`config.mk`:
```
export PLATFORM = sky130hd
export DESIGN_NAME = sermod_pwr_ctl
export DESIGN_NICKNAME = d
export VERILOG_FILES = /design/src/rtl/sermod_pkg.sv /design/src/rtl/sermod_cfg_regs.sv /design/src/rtl/sermod_halt_track.sv /design/src/rtl/sermod_stop_gate.sv /design/src/rtl/sermod_pwr_ctl.sv
export SDC_FILE = /design/constraint.sdc
export NUM_CORES = 1
export LEC_CHECK = 0
export BUFFER_PORTS_ARGS = -buffer_cell sky130_fd_sc_hd__buf_2
export CORE_AREA = 8 8 45 47
export DETAILED_ROUTE_END_ITERATION = 7
export DIE_AREA = 0 0 53 55
export MAX_ROUTING_LAYER = met4
export PLACE_DENSITY = 0.49
export REMOVE_ABC_BUFFERS = 1
export SYNTH_ARGS = -nofsm -noshare
export SYNTH_HDL_FRONTEND = slang
export SYNTH_SLANG_ARGS = --single-unit
```
`constraint.sdc`:
```
create_clock -name clk -period 1.25 [get_ports clk]
set_input_delay 0.375 -clock clk [delete_from_list [all_inputs] [get_ports clk]]
set_output_delay 0.375 -clock clk [all_outputs]
set_load 0.005 [all_outputs]
```
`src/rtl/sermod_pkg.sv`:
```
package sermod_pkg;

  // a stop may be taken only once the halt is acknowledged and the SCI is idle
  function automatic logic stop_permitted(input logic ack, input logic sci_busy);
    return ack && !sci_busy;
  endfunction

  // next acknowledge: cleared by a halt write of 0, set by a boundary while halted
  function automatic logic ack_next(input logic ack, input logic halt, input logic bnd,
                                    input logic clr);
    if (clr) return 1'b0;
    return halt && (ack || bnd);
  endfunction

endpackage

```
`src/rtl/sermod_cfg_regs.sv`:
```
module sermod_cfg_regs (
  input  logic clk,
  input  logic rst_n,
  input  logic ctl_we,
  input  logic ctl_frz_en,
  input  logic hlt_we,
  input  logic hlt_val,
  output logic halt_q,
  output logic frz_en_q,
  output logic halt_clr
);
  assign halt_clr = hlt_we && !hlt_val;

  always_ff @(posedge clk or negedge rst_n) begin
    if (!rst_n) begin
      halt_q   <= 1'b0;
      frz_en_q <= 1'b0;
    end else begin
      if (hlt_we) halt_q <= hlt_val;
      if (ctl_we) frz_en_q <= ctl_frz_en;
    end
  end
endmodule

```
`src/rtl/sermod_halt_track.sv`:
```
module sermod_halt_track (
  input  logic clk,
  input  logic rst_n,
  input  logic halt_q,
  input  logic halt_clr,
  input  logic frz_en_q,
  input  logic freeze_in,
  input  logic spi_boundary,
  output logic ack_q,
  output logic frz_halt_q
);
  import sermod_pkg::*;

  logic frz_active;
  assign frz_active = frz_en_q && freeze_in;

  always_ff @(posedge clk or negedge rst_n) begin
    if (!rst_n) begin
      ack_q      <= 1'b0;
      frz_halt_q <= 1'b0;
    end else begin
      ack_q      <= ack_next(ack_q, halt_q, spi_boundary, halt_clr);
      frz_halt_q <= frz_active && (frz_halt_q || spi_boundary);
    end
  end


  ack_at_boundary_chk: assert property (@(posedge clk) disable iff (!rst_n)
    $rose(ack_q) |-> $past(halt_q && spi_boundary));


  frz_at_boundary_chk: assert property (@(posedge clk) disable iff (!rst_n)
    $rose(frz_halt_q) |-> $past(frz_en_q && freeze_in && spi_boundary));


  frz_ignored_chk: assert property (@(posedge clk) disable iff (!rst_n)
    !frz_en_q |=> !frz_halt_q);
endmodule

```
`src/rtl/sermod_stop_gate.sv`:
```
module sermod_stop_gate #(
  parameter int SCI_EN_W = 2
) (
  input  logic                clk,
  input  logic                rst_n,
  input  logic                ctl_we,
  input  logic                ctl_stop,
  input  logic                ack_q,
  input  logic [SCI_EN_W-1:0] sci_en,
  output logic                stop_q,
  output logic                err_q,
  output logic                clk_en_q
);
  import sermod_pkg::*;

  logic sci_busy, permit, stop_try, stop_take, stop_refuse, stop_clear;
  assign sci_busy    = |sci_en;
  assign permit      = stop_permitted(ack_q, sci_busy);
  assign stop_try    = ctl_we && ctl_stop && !stop_q;
  assign stop_take   = stop_try && permit;
  assign stop_refuse = stop_try && !permit;
  assign stop_clear  = ctl_we && !ctl_stop;

  always_ff @(posedge clk or negedge rst_n) begin
    if (!rst_n) begin
      stop_q   <= 1'b1;
      err_q    <= 1'b0;
      clk_en_q <= 1'b0;
    end else begin
      clk_en_q <= !stop_q;
      if (stop_clear) begin
        stop_q <= 1'b0;
        err_q  <= 1'b0;
      end else if (stop_take) begin
        stop_q <= 1'b1;
      end else if (stop_refuse) begin
        err_q  <= 1'b1;
      end
    end
  end


  stop_ordered_chk: assert property (@(posedge clk) disable iff (!rst_n)
    $rose(stop_q) |-> $past(ack_q && (sci_en == '0)));


  err_cause_chk: assert property (@(posedge clk) disable iff (!rst_n)
    $rose(err_q) |-> $past(ctl_we && ctl_stop && !stop_q));


  gate_off_chk: assert property (@(posedge clk) disable iff (!rst_n)
    $rose(stop_q) |=> !clk_en_q);


  gate_on_chk: assert property (@(posedge clk) disable iff (!rst_n)
    $fell(stop_q) |=> clk_en_q);
endmodule

```
`src/rtl/sermod_pwr_ctl.sv`:
```
module sermod_pwr_ctl #(
  parameter int SCI_EN_W = 2
) (
  input  logic                clk,
  input  logic                rst_n,
  input  logic                ctl_we,
  input  logic                ctl_stop,
  input  logic                ctl_frz_en,
  input  logic                hlt_we,
  input  logic                hlt_val,
  input  logic                freeze_in,
  input  logic [SCI_EN_W-1:0] sci_en,
  input  logic                spi_boundary,
  output logic                halt_req,
  output logic                halt_ack,
  output logic                frz_halt,
  output logic                clk_en,
  output logic                stopped,
  output logic                proto_err
);
  logic halt_q, frz_en_q, halt_clr, ack_q, frz_halt_q;
  logic stop_q, err_q, clk_en_q;

  sermod_cfg_regs u_cfg (
    .clk(clk), .rst_n(rst_n), .ctl_we(ctl_we), .ctl_frz_en(ctl_frz_en),
    .hlt_we(hlt_we), .hlt_val(hlt_val), .halt_q(halt_q), .frz_en_q(frz_en_q),
    .halt_clr(halt_clr)
  );

  sermod_halt_track u_trk (
    .clk(clk), .rst_n(rst_n), .halt_q(halt_q), .halt_clr(halt_clr),
    .frz_en_q(frz_en_q), .freeze_in(freeze_in), .spi_boundary(spi_boundary),
    .ack_q(ack_q), .frz_halt_q(frz_halt_q)
  );

  sermod_stop_gate #(.SCI_EN_W(SCI_EN_W)) u_gate (
    .clk(clk), .rst_n(rst_n), .ctl_we(ctl_we), .ctl_stop(ctl_stop),
    .ack_q(ack_q), .sci_en(sci_en), .stop_q(stop_q), .err_q(err_q),
    .clk_en_q(clk_en_q)
  );

  assign halt_req  = halt_q;
  assign halt_ack  = ack_q;
  assign frz_halt  = frz_halt_q;
  assign clk_en    = clk_en_q;
  assign stopped   = stop_q;
  assign proto_err = err_q;


  collide_chk: assert property (@(posedge clk) disable iff (!rst_n)
    (ctl_we && ctl_stop && !stopped && halt_ack && sci_en == '0 && hlt_we && !hlt_val)
      |=> (stopped && !halt_ack));
endmodule

```
==> results.json <==
{
  "run_status": "complete, but fails checks",
  "violations": "setup timing",
  "syn_area_sq_um": 282,
  "rsz0062_at_grt": "true",
  "clockBufferDepth": 2,
  "core_area_sq_mm": 0.00138,
  "hold_viol_final": 0,
  "setup_viol": 1,
  "initial_utilization_pct": 20.3,
  "leakage_nw": 0.219,
  "cts_resized": 0,
  "port-buffer-count": 16,
  "finalWirelength_um": 739,
  "cts_made_buffers": 3,
  "fin_crit_ps": 1260,
  "syn_inst": 21,
  "grt_start_max_net_pins": 8,
  "max_freq_mhz": 793,
  "critPathLaunchType": "flip-flop",
  "required_ps": 880,
  "slew_viol_final": 0,
  "grt_pass1_wl_mm": 1.22,
  "powerDensity_mw_per_mm2": 1290,
  "h-tree-depth": 1,
  "vias_per_cell": 4.20,
  "wl_per_cell_um": 12.5,
  "rows": 14,
  "grt_pass1_vias": 305,
  "grt_remaining_overflow": 0,
  "ant_nets": 0,
  "drive_above_1_share_pct": 55.8,
  "cts_tree": "yes",
  "nets": 55,
  "fin_ws_ps": -10.4,
  "crit_type": "reg2out",
  "antenna_cells": 0,
  "yosysWarnings": 0,
  "first_pass_iters": 2,
  "drc": 0,
  "cp.arrival_ps": 890,
  "max_stage_delay_ps": 520,
  "cp_max_fo": 2,
  "ys_seq_area_share_pct": 62.7,
  "tightest_slew_ps": 196,
  "ys_types": 13,
  "dr_total_vias": 248,
  "place_area_sq_um": 382,
  "die_x_um": 53,
  "clkSlewWorstSetupHoldPaths_ps": 60,
  "clkLatencyLatePin_ps": 260,
  "antenna_found_initial": 0,
  "critPathSlowestCell": "dfstp_2",
  "min_path_type": "in2reg",
  "drv_cap": 0,
  "avgSynthCellArea_sq_um": 13.4,
  "cts_root_buffer": "clkbuf_4",
  "path_cells": "buf_2",
  "areaGrowthSynthToFinish_pct": 51.1,
  "vdd_drop_max_uv": 511,
  "ys_seq_elements": 7,
  "cts_sinks": 7,
  "end_kind": "output pin",
  "power_w": 0.000548,
  "period_share_pct": 101,
  "pre_cts_ws_ps": 245,
  "die-area_sq_mm": 0.00292,
  "cp_top_family": "flip-flops",
  "grt_usage_pct": 6.24,
  "maxSlewHeadroom_pct": 86.9,
  "stdcell_area_sq_um": 425,
  "drtIter0Drc": 1,
  "finClkSkew_ps": 6.25,
  "num_io_pins": 17,
  "path_buf_inv": 1,
  "die_h_um": 55,
  "place_congestion": 0.696
}
logic make-up (layout without fill, tap and decap cells):
group | after synthesis | in the layout | synth area share [%]
AO/OA/AOI/OAI | 5 | 5 | 12.4
buffers and inverters | 3 | 25 | 4.00
flip-flops | 7 | 7 | 62.7
multiplexers | 2 | 2 | 8.00
AND/OR/NAND/NOR | 4 | 4 | 12.9
Yosys cell counts:
| library cell | instances | area [sq um] |
|---|---|---|
| mux2_1 | 2 | 22.5 |
| and2_2 | 1 | 7.51 |
| nand3b_1 | 1 | 7.51 |
| a21oi_1 | 1 | 5.00 |
| dfstp_2 | 1 | 26.3 |
| dfrtp_1 | 6 | 150 |
| nor2b_2 | 1 | 8.76 |
| nor3b_2 | 1 | 12.5 |
| inv_1 | 3 | 11.3 |
| o211a_1 | 1 | 10.0 |
| o22ai_1 | 1 | 6.26 |
| o21ai_1 | 1 | 5.00 |
| o2bb2ai_1 | 1 | 8.76 |
state kept, by name (all words and copies together), names as in the netlist:
register          count
u_cfg.frz_en_q        1
u_cfg.halt_q          1
u_gate.clk_en_q       1
u_gate.err_q          1
u_gate.stop_q         1
u_trk.ack_q           1
u_trk.frz_halt_q      1
metrics by stage:
step	utilization (%)	hold WS [ps]	std cells	setup TNS [ps]
after floorplan	-	79.4	21	0
after global placement	27.6	217	53	0
after detailed placement	27.6	219	53	0
after CTS	30.7	297	59	-20.4
after global routing	30.7	299	59	-49.5
final	30.7	299	59	-10.4
timing repair:
| action | 4_1_cts | 5_1_grt |
|---|---|---|
| buffers inserted | 1 | 0 |
| pin swaps | 0 | 0 |
| hold buffers | 1 | 0 |
| endpoints found under the hold margin | 6 | 0 |
| endpoints found under the setup margin | 1 | 1 |
worst register-to-register path, cell delays in order, from the launching register on:
cell	delay (ps)
dfstp_2	520
buf_4	100
nand3b_1	100
o22ai_1	70
area by class of cell:
type,instances,area (sq um)
Fill cell,155,958
Sequential cell,7,176
Inverter,3,11.3
Multi-Input combinational cell,11,93.8
Clock buffer,4,26.3
Tap cell,16,20.0
Timing Repair Buffer,18,97.6
final timing paths:
kind | end | slack, ps | cells past startpoint | from
min in group asynchronous | u_cfg.frz_en_q$_DFFE_PN0P_ | 470 | 2 | rst_n
min reg2reg | u_cfg.frz_en_q$_DFFE_PN0P_ | 500 | 1 | u_cfg.frz_en_q$_DFFE_PN0P_
max | stopped | -10 | 1 | u_gate.stop_q$_DFFE_PN1P_
max reg2reg | u_gate.err_q$_DFFE_PN0P_ | 330 | 3 | u_gate.stop_q$_DFFE_PN1P_
max in group asynchronous | u_gate.stop_q$_DFFE_PN1P_ | 550 | 2 | rst_n
min | u_trk.ack_q$_DFF_PN0_ | 300 | 2 | hlt_we
per-layer routing:
layer / global-route usage [%] / wire length [um] / vias to the layer above
met3: 4.01 / 104 / 2
met5: - / 0 / -
li1: - / - / 116
met2: 7.81 / 240 / 20
met4: 3.88 / 11 / 0
met1: 7.12 / 382 / 110
layout by cell type, fill, tap and decap left out:
cell | synthesis | layout
buf_2 | 0 | 16
dlygate4sd3_1 | 0 | 1
clkbuf_1 | 0 | 1
and2_2 | 1 | 1
clkbuf_4 | 0 | 3
inv_1 | 3 | 3
dfrtp_1 | 6 | 6
nor3b_2 | 1 | 1
nor2b_2 | 1 | 1
o21ai_1 | 1 | 1
mux2_1 | 2 | 2
dfstp_2 | 1 | 1
a21oi_1 | 1 | 1
nand3b_1 | 1 | 1
o22ai_1 | 1 | 1
buf_4 | 0 | 1
o2bb2ai_1 | 1 | 1
o211a_1 | 1 | 1
power breakdown:
part / internal [W] / leakage (nW) / total, W / switching, W
clock: 0.000122 / 0.0150 / 0.000214 / 0.0000918
sequential: 0.000248 / 0.0809 / 0.000258 / 0.0000102
combinational: 0.0000427 / 0.123 / 0.0000754 / 0.0000326
total: 0.000413 / 0.219 / 0.000548 / 0.000135
Note: power is estimated with default switching activity, not from simulation.
